## config.mk

```make
export PLATFORM = sky130hd
export DESIGN_NAME = axil_route_mux
export DESIGN_NICKNAME = d
export VERILOG_FILES = /design/src/rtl/axil_route_pkg.sv /design/src/rtl/axil_route_decode.sv /design/src/rtl/axil_route_rd.sv /design/src/rtl/axil_route_wr.sv /design/src/rtl/axil_route_mux.sv
export SDC_FILE = /design/constraint.sdc
export NUM_CORES = 1
export LEC_CHECK = 0
export BUFFER_PORTS_ARGS = -buffer_cell sky130_fd_sc_hd__buf_2
export CORE_AREA = 2 2 229 231
export DETAILED_ROUTE_END_ITERATION = 10
export DIE_AREA = 0 0 231 233
export MAX_ROUTING_LAYER = met4
export SYNTH_ARGS = -nofsm -noshare
export SYNTH_HDL_FRONTEND = slang
export SYNTH_SLANG_ARGS = --single-unit
```

## constraint.sdc

```tcl
create_clock -name clk -period 2.55 [get_ports clk]
set_input_delay 0.51 -clock clk [delete_from_list [all_inputs] [get_ports clk]]
set_output_delay 0.51 -clock clk [all_outputs]
set_load 0.1 [all_outputs]
```

## src/rtl/axil_route_pkg.sv

```systemverilog
package axil_route_pkg;

  typedef enum logic [1:0] {
    PH_IDLE = 2'd0,
    PH_BUSY = 2'd1,
    PH_ERR  = 2'd2
  } phase_t;

  localparam logic [1:0] RESP_OKAY   = 2'b00;
  localparam logic [1:0] RESP_DECERR = 2'b11;

endpackage

```

## src/rtl/axil_route_decode.sv

```systemverilog
module axil_route_decode #(
  parameter int N_PORTS = 3,
  parameter int ADDR_W  = 32,
  parameter int IDX_W   = 2,
  parameter logic [N_PORTS-1:0][ADDR_W-1:0] BASE_ADDRS = '0,
  parameter logic [N_PORTS-1:0][7:0]        SPAN_BITS  = '0
) (
  input  logic [ADDR_W-1:0] addr,
  output logic              hit,
  output logic [IDX_W-1:0]  idx
);

  logic [N_PORTS-1:0] match;

  // one region compare per port: only bits above the region size count
  generate
    for (genvar g = 0; g < N_PORTS; g++) begin : g_cmp
      localparam int unsigned SPAN = SPAN_BITS[g];
      localparam logic [ADDR_W-1:0] KEEP =
        (SPAN >= ADDR_W) ? '0 : ~((ADDR_W'(1) << SPAN) - ADDR_W'(1));
      assign match[g] = ((addr ^ BASE_ADDRS[g]) & KEEP) == '0;
    end
  endgenerate

  // lowest index wins if regions were ever configured to overlap
  always_comb begin
    hit = 1'b0;
    idx = '0;
    for (int i = N_PORTS - 1; i >= 0; i--) begin
      if (match[i]) begin
        hit = 1'b1;
        idx = IDX_W'(i);
      end
    end
  end

endmodule

```

## src/rtl/axil_route_rd.sv

```systemverilog
module axil_route_rd
  import axil_route_pkg::*;
#(
  parameter int N_PORTS = 3,
  parameter int DATA_W  = 32,
  parameter int IDX_W   = 2
) (
  input  logic                             clk,
  input  logic                             rst_n,
  input  logic                             dec_hit,
  input  logic [IDX_W-1:0]                 dec_idx,
  input  logic                             m_arvalid,
  output logic                             m_arready,
  output logic [DATA_W-1:0]                m_rdata,
  output logic [1:0]                       m_rresp,
  output logic                             m_rvalid,
  input  logic                             m_rready,
  output logic [N_PORTS-1:0]               s_arvalid,
  input  logic [N_PORTS-1:0]               s_arready,
  input  logic [N_PORTS-1:0][DATA_W-1:0]   s_rdata,
  input  logic [N_PORTS-1:0][1:0]          s_rresp,
  input  logic [N_PORTS-1:0]               s_rvalid,
  output logic [N_PORTS-1:0]               s_rready
);

  phase_t           phase_q, phase_d;
  logic [IDX_W-1:0] sel_q, sel_d;
  logic             phase_en, sel_en;

  // next-state and channel steering
  always_comb begin
    phase_d   = phase_q;
    sel_d     = sel_q;
    m_arready = 1'b0;
    m_rvalid  = 1'b0;
    m_rdata   = '0;
    m_rresp   = RESP_OKAY;
    s_arvalid = '0;
    s_rready  = '0;
    unique case (phase_q)
      PH_IDLE: begin
        if (dec_hit) begin
          s_arvalid[dec_idx] = m_arvalid;
          m_arready          = s_arready[dec_idx];
          if (m_arvalid && s_arready[dec_idx]) begin
            phase_d = PH_BUSY;
            sel_d   = dec_idx;
          end
        end else begin
          m_arready = 1'b1;
          if (m_arvalid) begin
            phase_d = PH_ERR;
          end
        end
      end
      PH_BUSY: begin
        m_rvalid        = s_rvalid[sel_q];
        m_rdata         = s_rdata[sel_q];
        m_rresp         = s_rresp[sel_q];
        s_rready[sel_q] = m_rready;
        if (s_rvalid[sel_q] && m_rready) begin
          phase_d = PH_IDLE;
        end
      end
      PH_ERR: begin
        m_rvalid = 1'b1;
        m_rresp  = RESP_DECERR;
        if (m_rready) begin
          phase_d = PH_IDLE;
        end
      end
      default: phase_d = PH_IDLE;
    endcase
  end

  assign phase_en = (phase_d != phase_q);
  assign sel_en   = (phase_q == PH_IDLE) && m_arvalid && dec_hit && s_arready[dec_idx];

  always_ff @(posedge clk or negedge rst_n) begin
    if (!rst_n) begin
      phase_q <= PH_IDLE;
      sel_q   <= '0;
    end else begin
      if (phase_en) phase_q <= phase_d;
      if (sel_en)   sel_q   <= sel_d;
    end
  end

endmodule

```

## src/rtl/axil_route_wr.sv

```systemverilog
module axil_route_wr
  import axil_route_pkg::*;
#(
  parameter int N_PORTS = 3,
  parameter int IDX_W   = 2
) (
  input  logic                    clk,
  input  logic                    rst_n,
  input  logic                    dec_hit,
  input  logic [IDX_W-1:0]        dec_idx,
  input  logic                    m_awvalid,
  output logic                    m_awready,
  input  logic                    m_wvalid,
  output logic                    m_wready,
  output logic [1:0]              m_bresp,
  output logic                    m_bvalid,
  input  logic                    m_bready,
  output logic [N_PORTS-1:0]      s_awvalid,
  input  logic [N_PORTS-1:0]      s_awready,
  output logic [N_PORTS-1:0]      s_wvalid,
  input  logic [N_PORTS-1:0]      s_wready,
  input  logic [N_PORTS-1:0][1:0] s_bresp,
  input  logic [N_PORTS-1:0]      s_bvalid,
  output logic [N_PORTS-1:0]      s_bready
);

  phase_t           phase_q, phase_d;
  logic [IDX_W-1:0] sel_q, sel_d;
  logic             wdone_q, wdone_d;
  logic             aw_hs, w_hs, b_hs;
  logic             phase_en, sel_en, wdone_en;

  always_comb begin
    phase_d   = phase_q;
    sel_d     = sel_q;
    m_awready = 1'b0;
    m_wready  = 1'b0;
    m_bvalid  = 1'b0;
    m_bresp   = RESP_OKAY;
    s_awvalid = '0;
    s_wvalid  = '0;
    s_bready  = '0;
    aw_hs     = 1'b0;
    unique case (phase_q)
      PH_IDLE: begin
        if (dec_hit) begin
          s_awvalid[dec_idx] = m_awvalid;
          m_awready          = s_awready[dec_idx];
          aw_hs              = m_awvalid && s_awready[dec_idx];
          // data may travel with the address, steered by the same decode
          if (m_awvalid && !wdone_q) begin
            s_wvalid[dec_idx] = m_wvalid;
            m_wready          = s_wready[dec_idx];
          end
        end else begin
          m_awready = 1'b1;
          aw_hs     = m_awvalid;
          if (m_awvalid && !wdone_q) begin
            m_wready = 1'b1;
          end
        end
        if (aw_hs) begin
          phase_d = dec_hit ? PH_BUSY : PH_ERR;
          sel_d   = dec_idx;
        end
      end
      PH_BUSY: begin
        if (!wdone_q) begin
          s_wvalid[sel_q] = m_wvalid;
          m_wready        = s_wready[sel_q];
        end
        m_bvalid        = s_bvalid[sel_q];
        m_bresp         = s_bresp[sel_q];
        s_bready[sel_q] = m_bready;
        if (s_bvalid[sel_q] && m_bready) begin
          phase_d = PH_IDLE;
        end
      end
      PH_ERR: begin
        if (!wdone_q) begin
          m_wready = 1'b1;
        end
        m_bvalid = wdone_q;
        m_bresp  = RESP_DECERR;
        if (wdone_q && m_bready) begin
          phase_d = PH_IDLE;
        end
      end
      default: phase_d = PH_IDLE;
    endcase
  end

  assign w_hs     = m_wvalid && m_wready;
  assign b_hs     = m_bvalid && m_bready;
  assign wdone_d  = b_hs ? 1'b0 : 1'b1;
  assign wdone_en = b_hs || w_hs;
  assign phase_en = (phase_d != phase_q);
  assign sel_en   = aw_hs;

  always_ff @(posedge clk or negedge rst_n) begin
    if (!rst_n) begin
      phase_q <= PH_IDLE;
      sel_q   <= '0;
      wdone_q <= 1'b0;
    end else begin
      if (phase_en) phase_q <= phase_d;
      if (sel_en)   sel_q   <= sel_d;
      if (wdone_en) wdone_q <= wdone_d;
    end
  end

endmodule

```

## src/rtl/axil_route_mux.sv

```systemverilog
module axil_route_mux #(
  parameter int N_PORTS = 3,
  parameter int ADDR_W  = 32,
  parameter int DATA_W  = 32,
  parameter int STRB_W  = DATA_W / 8,
  parameter logic [N_PORTS-1:0][ADDR_W-1:0] BASE_ADDRS =
    {32'h0000_4000, 32'h0000_1000, 32'h0000_0000},
  parameter logic [N_PORTS-1:0][7:0] SPAN_BITS = {8'd14, 8'd12, 8'd12}
) (
  input  logic                            clk,
  input  logic                            rst_n,
  input  logic [ADDR_W-1:0]               m_awaddr,
  input  logic                            m_awvalid,
  output logic                            m_awready,
  input  logic [DATA_W-1:0]               m_wdata,
  input  logic [STRB_W-1:0]               m_wstrb,
  input  logic                            m_wvalid,
  output logic                            m_wready,
  output logic [1:0]                      m_bresp,
  output logic                            m_bvalid,
  input  logic                            m_bready,
  input  logic [ADDR_W-1:0]               m_araddr,
  input  logic                            m_arvalid,
  output logic                            m_arready,
  output logic [DATA_W-1:0]               m_rdata,
  output logic [1:0]                      m_rresp,
  output logic                            m_rvalid,
  input  logic                            m_rready,
  output logic [N_PORTS-1:0][ADDR_W-1:0]  s_awaddr,
  output logic [N_PORTS-1:0]              s_awvalid,
  input  logic [N_PORTS-1:0]              s_awready,
  output logic [N_PORTS-1:0][DATA_W-1:0]  s_wdata,
  output logic [N_PORTS-1:0][STRB_W-1:0]  s_wstrb,
  output logic [N_PORTS-1:0]              s_wvalid,
  input  logic [N_PORTS-1:0]              s_wready,
  input  logic [N_PORTS-1:0][1:0]         s_bresp,
  input  logic [N_PORTS-1:0]              s_bvalid,
  output logic [N_PORTS-1:0]              s_bready,
  output logic [N_PORTS-1:0][ADDR_W-1:0]  s_araddr,
  output logic [N_PORTS-1:0]              s_arvalid,
  input  logic [N_PORTS-1:0]              s_arready,
  input  logic [N_PORTS-1:0][DATA_W-1:0]  s_rdata,
  input  logic [N_PORTS-1:0][1:0]         s_rresp,
  input  logic [N_PORTS-1:0]              s_rvalid,
  output logic [N_PORTS-1:0]              s_rready
);

  localparam int IDX_W = (N_PORTS > 1) ? $clog2(N_PORTS) : 1;

  logic             rd_hit, wr_hit;
  logic [IDX_W-1:0] rd_idx, wr_idx;

  // payload fans out to every port; only the VALIDs are steered
  generate
    for (genvar p = 0; p < N_PORTS; p++) begin : g_fan
      assign s_awaddr[p] = m_awaddr;
      assign s_araddr[p] = m_araddr;
      assign s_wdata[p]  = m_wdata;
      assign s_wstrb[p]  = m_wstrb;
    end
  endgenerate

  axil_route_decode #(
    .N_PORTS(N_PORTS), .ADDR_W(ADDR_W), .IDX_W(IDX_W),
    .BASE_ADDRS(BASE_ADDRS), .SPAN_BITS(SPAN_BITS)
  ) u_rd_dec (
    .addr(m_araddr), .hit(rd_hit), .idx(rd_idx)
  );

  axil_route_decode #(
    .N_PORTS(N_PORTS), .ADDR_W(ADDR_W), .IDX_W(IDX_W),
    .BASE_ADDRS(BASE_ADDRS), .SPAN_BITS(SPAN_BITS)
  ) u_wr_dec (
    .addr(m_awaddr), .hit(wr_hit), .idx(wr_idx)
  );

  axil_route_rd #(
    .N_PORTS(N_PORTS), .DATA_W(DATA_W), .IDX_W(IDX_W)
  ) u_rd (
    .clk(clk), .rst_n(rst_n),
    .dec_hit(rd_hit), .dec_idx(rd_idx),
    .m_arvalid(m_arvalid), .m_arready(m_arready),
    .m_rdata(m_rdata), .m_rresp(m_rresp), .m_rvalid(m_rvalid), .m_rready(m_rready),
    .s_arvalid(s_arvalid), .s_arready(s_arready),
    .s_rdata(s_rdata), .s_rresp(s_rresp), .s_rvalid(s_rvalid), .s_rready(s_rready)
  );

  axil_route_wr #(
    .N_PORTS(N_PORTS), .IDX_W(IDX_W)
  ) u_wr (
    .clk(clk), .rst_n(rst_n),
    .dec_hit(wr_hit), .dec_idx(wr_idx),
    .m_awvalid(m_awvalid), .m_awready(m_awready),
    .m_wvalid(m_wvalid), .m_wready(m_wready),
    .m_bresp(m_bresp), .m_bvalid(m_bvalid), .m_bready(m_bready),
    .s_awvalid(s_awvalid), .s_awready(s_awready),
    .s_wvalid(s_wvalid), .s_wready(s_wready),
    .s_bresp(s_bresp), .s_bvalid(s_bvalid), .s_bready(s_bready)
  );

endmodule

```

==> impl_metrics.py, run 1 <==
metrics = {
    "worst_setup_path": {
        "slowest_delay_ns": 0.31,
        "crit_fanout": 3,
        "end_kind": "primary output",
        "startpoint_type": "input pin",
        "crit_required_ns": 2.04,
        "arrival_ns": 2.02,
        "slowest_stage": "or2_4",
        "critPathKind": "input pin to primary output",
        "cp-startpoint": "m_awaddr[25]",
        "crit_chain": "buf_2, nor4_2, nand2_1, or2_4, nor4b_4, o21ba_4, buf_12",
        "rr_startpoint": "u_rd.sel_q[1]",
    },
    "status": {
        "run_status": "finished, final reports clean",
    },
    "clock_network": {
        "numCtsBuffers": 3,
        "htreeDepth": 1,
        "cts_sinks": 9,
        "cts_buffer_depth": 2,
        "clk_pin_slew_worst_paths_ns": 0.04,
        "ctsHoldBuffers": 0,
        "insertion_delay_ns": 0.25,
        "cts_tree": "yes",
        "cts_root_buffer": "clkbuf_16",
    },
    "sta": {
        "tightestPinTransition_ns": 0.5107,
        "period_share_pct": 99.16,
        "finClkSkew_ns": 0.0004347,
        "relSlewSlack_pct": 66.19,
        "final_hold_viol_count": 0,
        "drv_slew": 0,
        "finalCriticalPeriod_ns": 2.528,
        "holdWs_ns": 0.1484,
        "fmax_ghz": 0.3955,
        "setup_tns_ns": 0,
        "setup_viol": 0,
        "rsz0062_at_grt": "true",
    },
    "logic_synthesis": {
        "ys_seq_area_share_pct": 5.124,
        "syn_nets": 854,
        "netlist.area_leader.share_pct": 51.58,
        "yosysWarnings": 0,
        "synth_cell_type_count": 49,
        "synth.avg_cell_area_sq_um": 7.135,
        "synth_area_leaders": "buf_4 52%, mux2i_1 8.7%, dfrtp_1 5.1%",
        "synth_edf_count": 0,
        "ys.flop_type": "dfrtp_1",
        "syn_inst": 616,
        "syn_area_sq_um": 4395,
        "yosysTopAreaCell": "buf_4",
        "async_flop_share_pct": 100.0,
        "ys_ff_latch": 9,
    },
    "finish": {
        "layout_commonest_cell": "buf_2",
        "fin_util_pct": 12.09,
        "fillers": 5945,
        "final_area_sq_um": 6177,
        "area_growth_pct": 40.54,
        "mostFrequentLayoutCells": "287 x buf_2, 54 x buf_12, 53 x nand2_1",
        "antenna_cells": 0,
        "multi_input_area_sq_um": 2003,
        "layout.nets": 936,
        "drive_gt1_share_pct": 62.70,
        "seq_area_sq_um": 227.7,
    },
    "placed_design": {
        "place_area_sq_um": 5911,
        "dp_hpwl_microns": 14520,
        "portBuffers": 345,
        "place_congestion": 0.7565,
    },
    "power": {
        "total_leakage_power_nw": 2.778,
        "vdd_drop_max_mv": 0.4670,
        "power_density_nw_per_um2": 522.0,
        "power_mw": 3.224,
    },
    "floorplan": {
        "io_pins": 586,
        "num_rows": 83,
        "die_area_sq_um": 53820,
        "start_util_pct": 8.603,
        "die_w_microns": 231,
        "core_area_sq_um": 51090,
        "die_h_microns": 233,
    },
    "routing": {
        "route.detailed.drc": 0,
        "ant_nets": 0,
        "drt-vias-per-instance": 2.853,
        "route.vias.total": 3929,
        "drtPass1Iterations": 4,
        "drt-wirelength-per-cell_microns": 11.89,
        "drt_wl_total_microns": 16370,
        "drtIter0Drc": 132,
    },
    "global_routing": {
        "grt_pass1_wl_microns": 21670,
        "overflow": 0,
        "grt.total_usage_pct": 5.635,
        "grt_max_degree": 42,
        "grt_pass1_vias": 3472,
        "antenna_found_initial": 0,
    },
    "job": {
        "drv_cap": 0,
    },
    "min_path": {
        "hp-class": "input pin to asynchronous set/reset pin",
    },
}
[worst paths after layout]
kind / to / slack, ns / cells after the start
setup / recovery: s_wvalid[0] / 0.02 / 7
setup reg to reg: u_rd.phase_q[0] / 0.72 / 6
min in group clk: u_wr.wdone_q / 0.56 / 3
hold reg to reg: u_wr.phase_q[1] / 0.61 / 3
max in group asynchronous: u_wr.sel_q[1] / 2.15 / 1
hold / removal: u_rd.sel_q[0] / 0.15 / 1
[Yosys cell counts (3+ instances only)]
cell type  number
a211oi_1        3
a21oi_1        11
a22o_1          3
and2_1         33
buf_2           4
buf_4         302
clkbuf_1       13
dfrtp_1         9
ha_1            8
inv_1          11
mux2i_1        38
nand2_1        54
nand2b_1        3
nand3_1         3
nor2_1         14
nor2b_1        13
nor3_1          5
nor4_1          7
o21a_1          5
o21ai_0        41
[cells by family after synthesis]
family                     after synthesis  share of synthesized area [%]
muxes                                   40                          9.166
AOI/OAI and AO/OA                       83                          11.53
DFF                                      9                          5.124
and+or+nand+nor                        145                          17.56
buffers and inverters                  331                          54.34
adders and majority gates                8                          2.277
[power by group]
group / leakage (nW) / switching, mW / internal (mW) / total (mW)
sequential: 0.110 / 0.0276 / 0.176 / 0.203
clock: 0.0382 / 0.0872 / 0.211 / 0.298
combinational: 2.63 / 1.96 / 0.766 / 2.72
[per-layer routing]
| metal | routed length [microns] | up-vias | global-route usage [%] |
|---|---|---|---|
| li1 | - | 1879 | - |
| met3 | 1856 | 31 | 2.512 |
| met1 | 5887 | 1702 | 5.715 |
| met4 | 393 | 0 | 2.157 |
| met5 | 0 | - | - |
| met2 | 8237 | 317 | 9.544 |
[worst max-delay path, delay by kind of cell]
family	cells	cell delay (ns)
AND/OR/NAND/NOR	4	1.02
buffers and inverters	2	0.28
AO/OA/AOI/OAI	1	0.20
[metrics by stage]
step,setup WS (ns),std cells
after CTS,-0.04520,1375
after global routing,-0.06110,1377
after floorplan,-0.7704,616
final,0.02152,1377
after global placement,-0.1323,1369
after detailed placement,-0.1294,1369
[state kept, by name, summed over array words and instances, names as in the netlist]
| register | cells |
|---|---|
| u_rd.sel_q | 2 |
| u_rd.phase_q | 2 |
| u_wr.phase_q | 2 |
| u_wr.sel_q | 2 |
| u_wr.wdone_q | 1 |
[area by class of cell]
cell class	instances	share of cell area, %
clock buffers	4	1.276
well taps	680	13.77
inverters	11	0.6684
multi-input cells	276	32.43
flip-flops and latches	9	3.686
repair buffers	397	48.17
[repair_timing]
| item | in CTS | in global routing |
|---|---|---|
| endpoints found under the hold margin | 0 | 0 |
| pin swaps | 7 | 9 |
| gates resized for setup | 15 | 21 |
| setup buffers | 2 | 2 |
| setup endpoints to repair | 7 | 13 |
Note: power is estimated with default switching activity, not from simulation.
==> inputs of run 2 (changes only) <==
- clock period: 2.55 -> 2.4 ns (I/O delays scaled with it)
==> run 2 against run 1 <==
  * The run now ends with negative setup slack left
  * Highest routed layer unchanged
  * Critical path type unchanged
  * Combinational power is 17% higher
  * Hold slack got worse by 0.024 ns
  * Sequential cell count stayed put
==> impl_metrics.py, run 2 (synthesized netlist as in run 1, its figures left out) <==
metrics = {
    "floorplan": {
        "io_pins": 586,
        "die_area_sq_um": 53820,
        "die_w_microns": 231,
        "num_rows": 83,
        "core_area_sq_um": 51090,
        "start_util_pct": 8.603,
        "die_h_microns": 233,
    },
    "sta": {
        "drv_slew": 0,
        "finalCriticalPeriod_ns": 2.412,
        "relSlewSlack_pct": 65.13,
        "period_share_pct": 100.5,
        "fmax_ghz": 0.4146,
        "setup_viol": 4,
        "setup_tns_ns": -0.03303,
        "rsz0062_at_grt": "true",
        "worst_slack_ns": -0.01171,
        "holdWs_ns": 0.1243,
        "final_hold_viol_count": 0,
        "tightestPinTransition_ns": 0.5267,
        "finClkSkew_ns": 0.0008380,
    },
    "routing": {
        "ant_nets": 0,
        "route.vias.total": 4075,
        "drt-wirelength-per-cell_microns": 11.68,
        "route.detailed.drc": 0,
        "drt-vias-per-instance": 2.927,
        "drtPass1Iterations": 4,
        "drtIter0Drc": 59,
        "drt_wl_total_microns": 16260,
    },
    "clock_network": {
        "cts_buffer_depth": 2,
        "insertion_delay_ns": 0.25,
        "clk_pin_slew_worst_paths_ns": 0.04,
        "htreeDepth": 1,
        "cts_root_buffer": "clkbuf_16",
        "cts_tree": "yes",
        "numCtsBuffers": 3,
        "cts_sinks": 9,
    },
    "min_path": {
        "hp-class": "input pin to asynchronous set/reset pin",
    },
    "finish": {
        "layout_commonest_cell": "buf_2",
        "mostFrequentLayoutCells": "282 x buf_2, 60 x buf_4, 58 x buf_12",
        "seq_area_sq_um": 226.5,
        "area_growth_pct": 47.48,
        "multi_input_area_sq_um": 2123,
        "drive_gt1_share_pct": 68.96,
        "fillers": 5928,
        "layout.nets": 951,
        "antenna_cells": 0,
    },
    "worst_setup_path": {
        "crit_required_ns": 1.92,
        "startpoint_type": "input pin",
        "end_kind": "primary output",
        "crit_fanout": 4,
        "arrival_ns": 1.93,
        "critPathKind": "input pin to primary output",
    },
    "global_routing": {
        "overflow": 0,
        "grt_pass1_wl_microns": 22140,
        "grt_max_degree": 42,
        "grt_pass1_vias": 3797,
        "antenna_found_initial": 0,
        "grt.total_usage_pct": 5.590,
    },
    "power": {
        "total_leakage_power_nw": 2.892,
        "power_density_nw_per_um2": 575.1,
        "power_mw": 3.728,
        "vdd_drop_max_mv": 0.4984,
    },
    "status": {
        "violations": "negative setup slack",
        "run_status": "complete, but fails checks",
    },
    "placed_design": {
        "place_congestion": 0.7714,
        "portBuffers": 345,
        "dp_hpwl_microns": 14470,
    },
    "job": {
        "drv_cap": 0,
    },
}
==> run 2: changes by cell type in the layout (fill, tap and decap cells not counted), sizes merged <==
cell    previous run  this run
clkbuf             6         4
buf              395       412
==> run 2: cell type report <==
type                       instances  share of cell area [%]
tap                              680                   13.12
inverter                          11                  0.6369
timing repair buffer             412                   48.77
sequential                         9                   3.494
clock buffer                       4                   1.216
multi-input combinational        276                   32.75
==> run 2: worst max-delay path, cell delays in order <==
cell	delay, ns
buf_2	0.13
nor4_4	0.27
nand2_1	0.12
buf_4	0.17
o32a_1	0.36
o21a_2	0.23
buf_12	0.17
==> run 2: repair_timing <==
item / 4_1_cts / 5_1_grt
buffers inserted: 2 / 3
pin swaps: 6 / 12
hold endpoints to repair: 0 / 0
resized for setup: 28 / 29
endpoints found under the setup margin: 8 / 11
hold buffers: 0 / 0
==> run 2: layer usage <==
layer	track usage [%]	wire, microns
met1	5.135	5376
met2	10.42	8611
met3	2.549	1868
met4	1.472	408
met5	-	0
==> run 2: stage by stage <==
stage / setup slack (ns) / area [sq um] / cells / utilization [%]
floorplan: -0.8604 / 4576 / 616 / -
global placement: -0.1964 / 6121 / 1383 / 11.98
detailed placement: -0.2131 / 6121 / 1383 / 11.98
CTS: -0.05405 / 6339 / 1389 / 12.41
global route: -0.1364 / 6482 / 1392 / 12.69
finish: -0.01171 / 6482 / 1392 / 12.69
==> run 2: worst paths after layout <==
path	start	slack [ns]	depth (start not counted)	to
min in group clk	s_awready[2]	0.49	2	u_wr.sel_q[1]
worst min register to register	u_wr.sel_q[0]	0.57	1	u_wr.sel_q[0]
worst min-delay path	rst_n	0.12	1	u_rd.sel_q[0]
max in group asynchronous	rst_n	2.02	1	u_rd.sel_q[1]
worst max register to register	u_rd.phase_q[1]	0.58	7	u_rd.phase_q[1]
worst max-delay path	m_araddr[27]	-0.01	7	m_arready
==> run 2: power breakdown <==
| group | internal, mW | leakage [nW] | switching, mW |
|---|---|---|---|
| Sequential | 0.187 | 0.111 | 0.0372 |
| Combinational | 1.01 | 2.74 | 2.17 |
| Clock | 0.224 | 0.0382 | 0.0953 |
| Total | 1.42 | 2.89 | 2.31 |
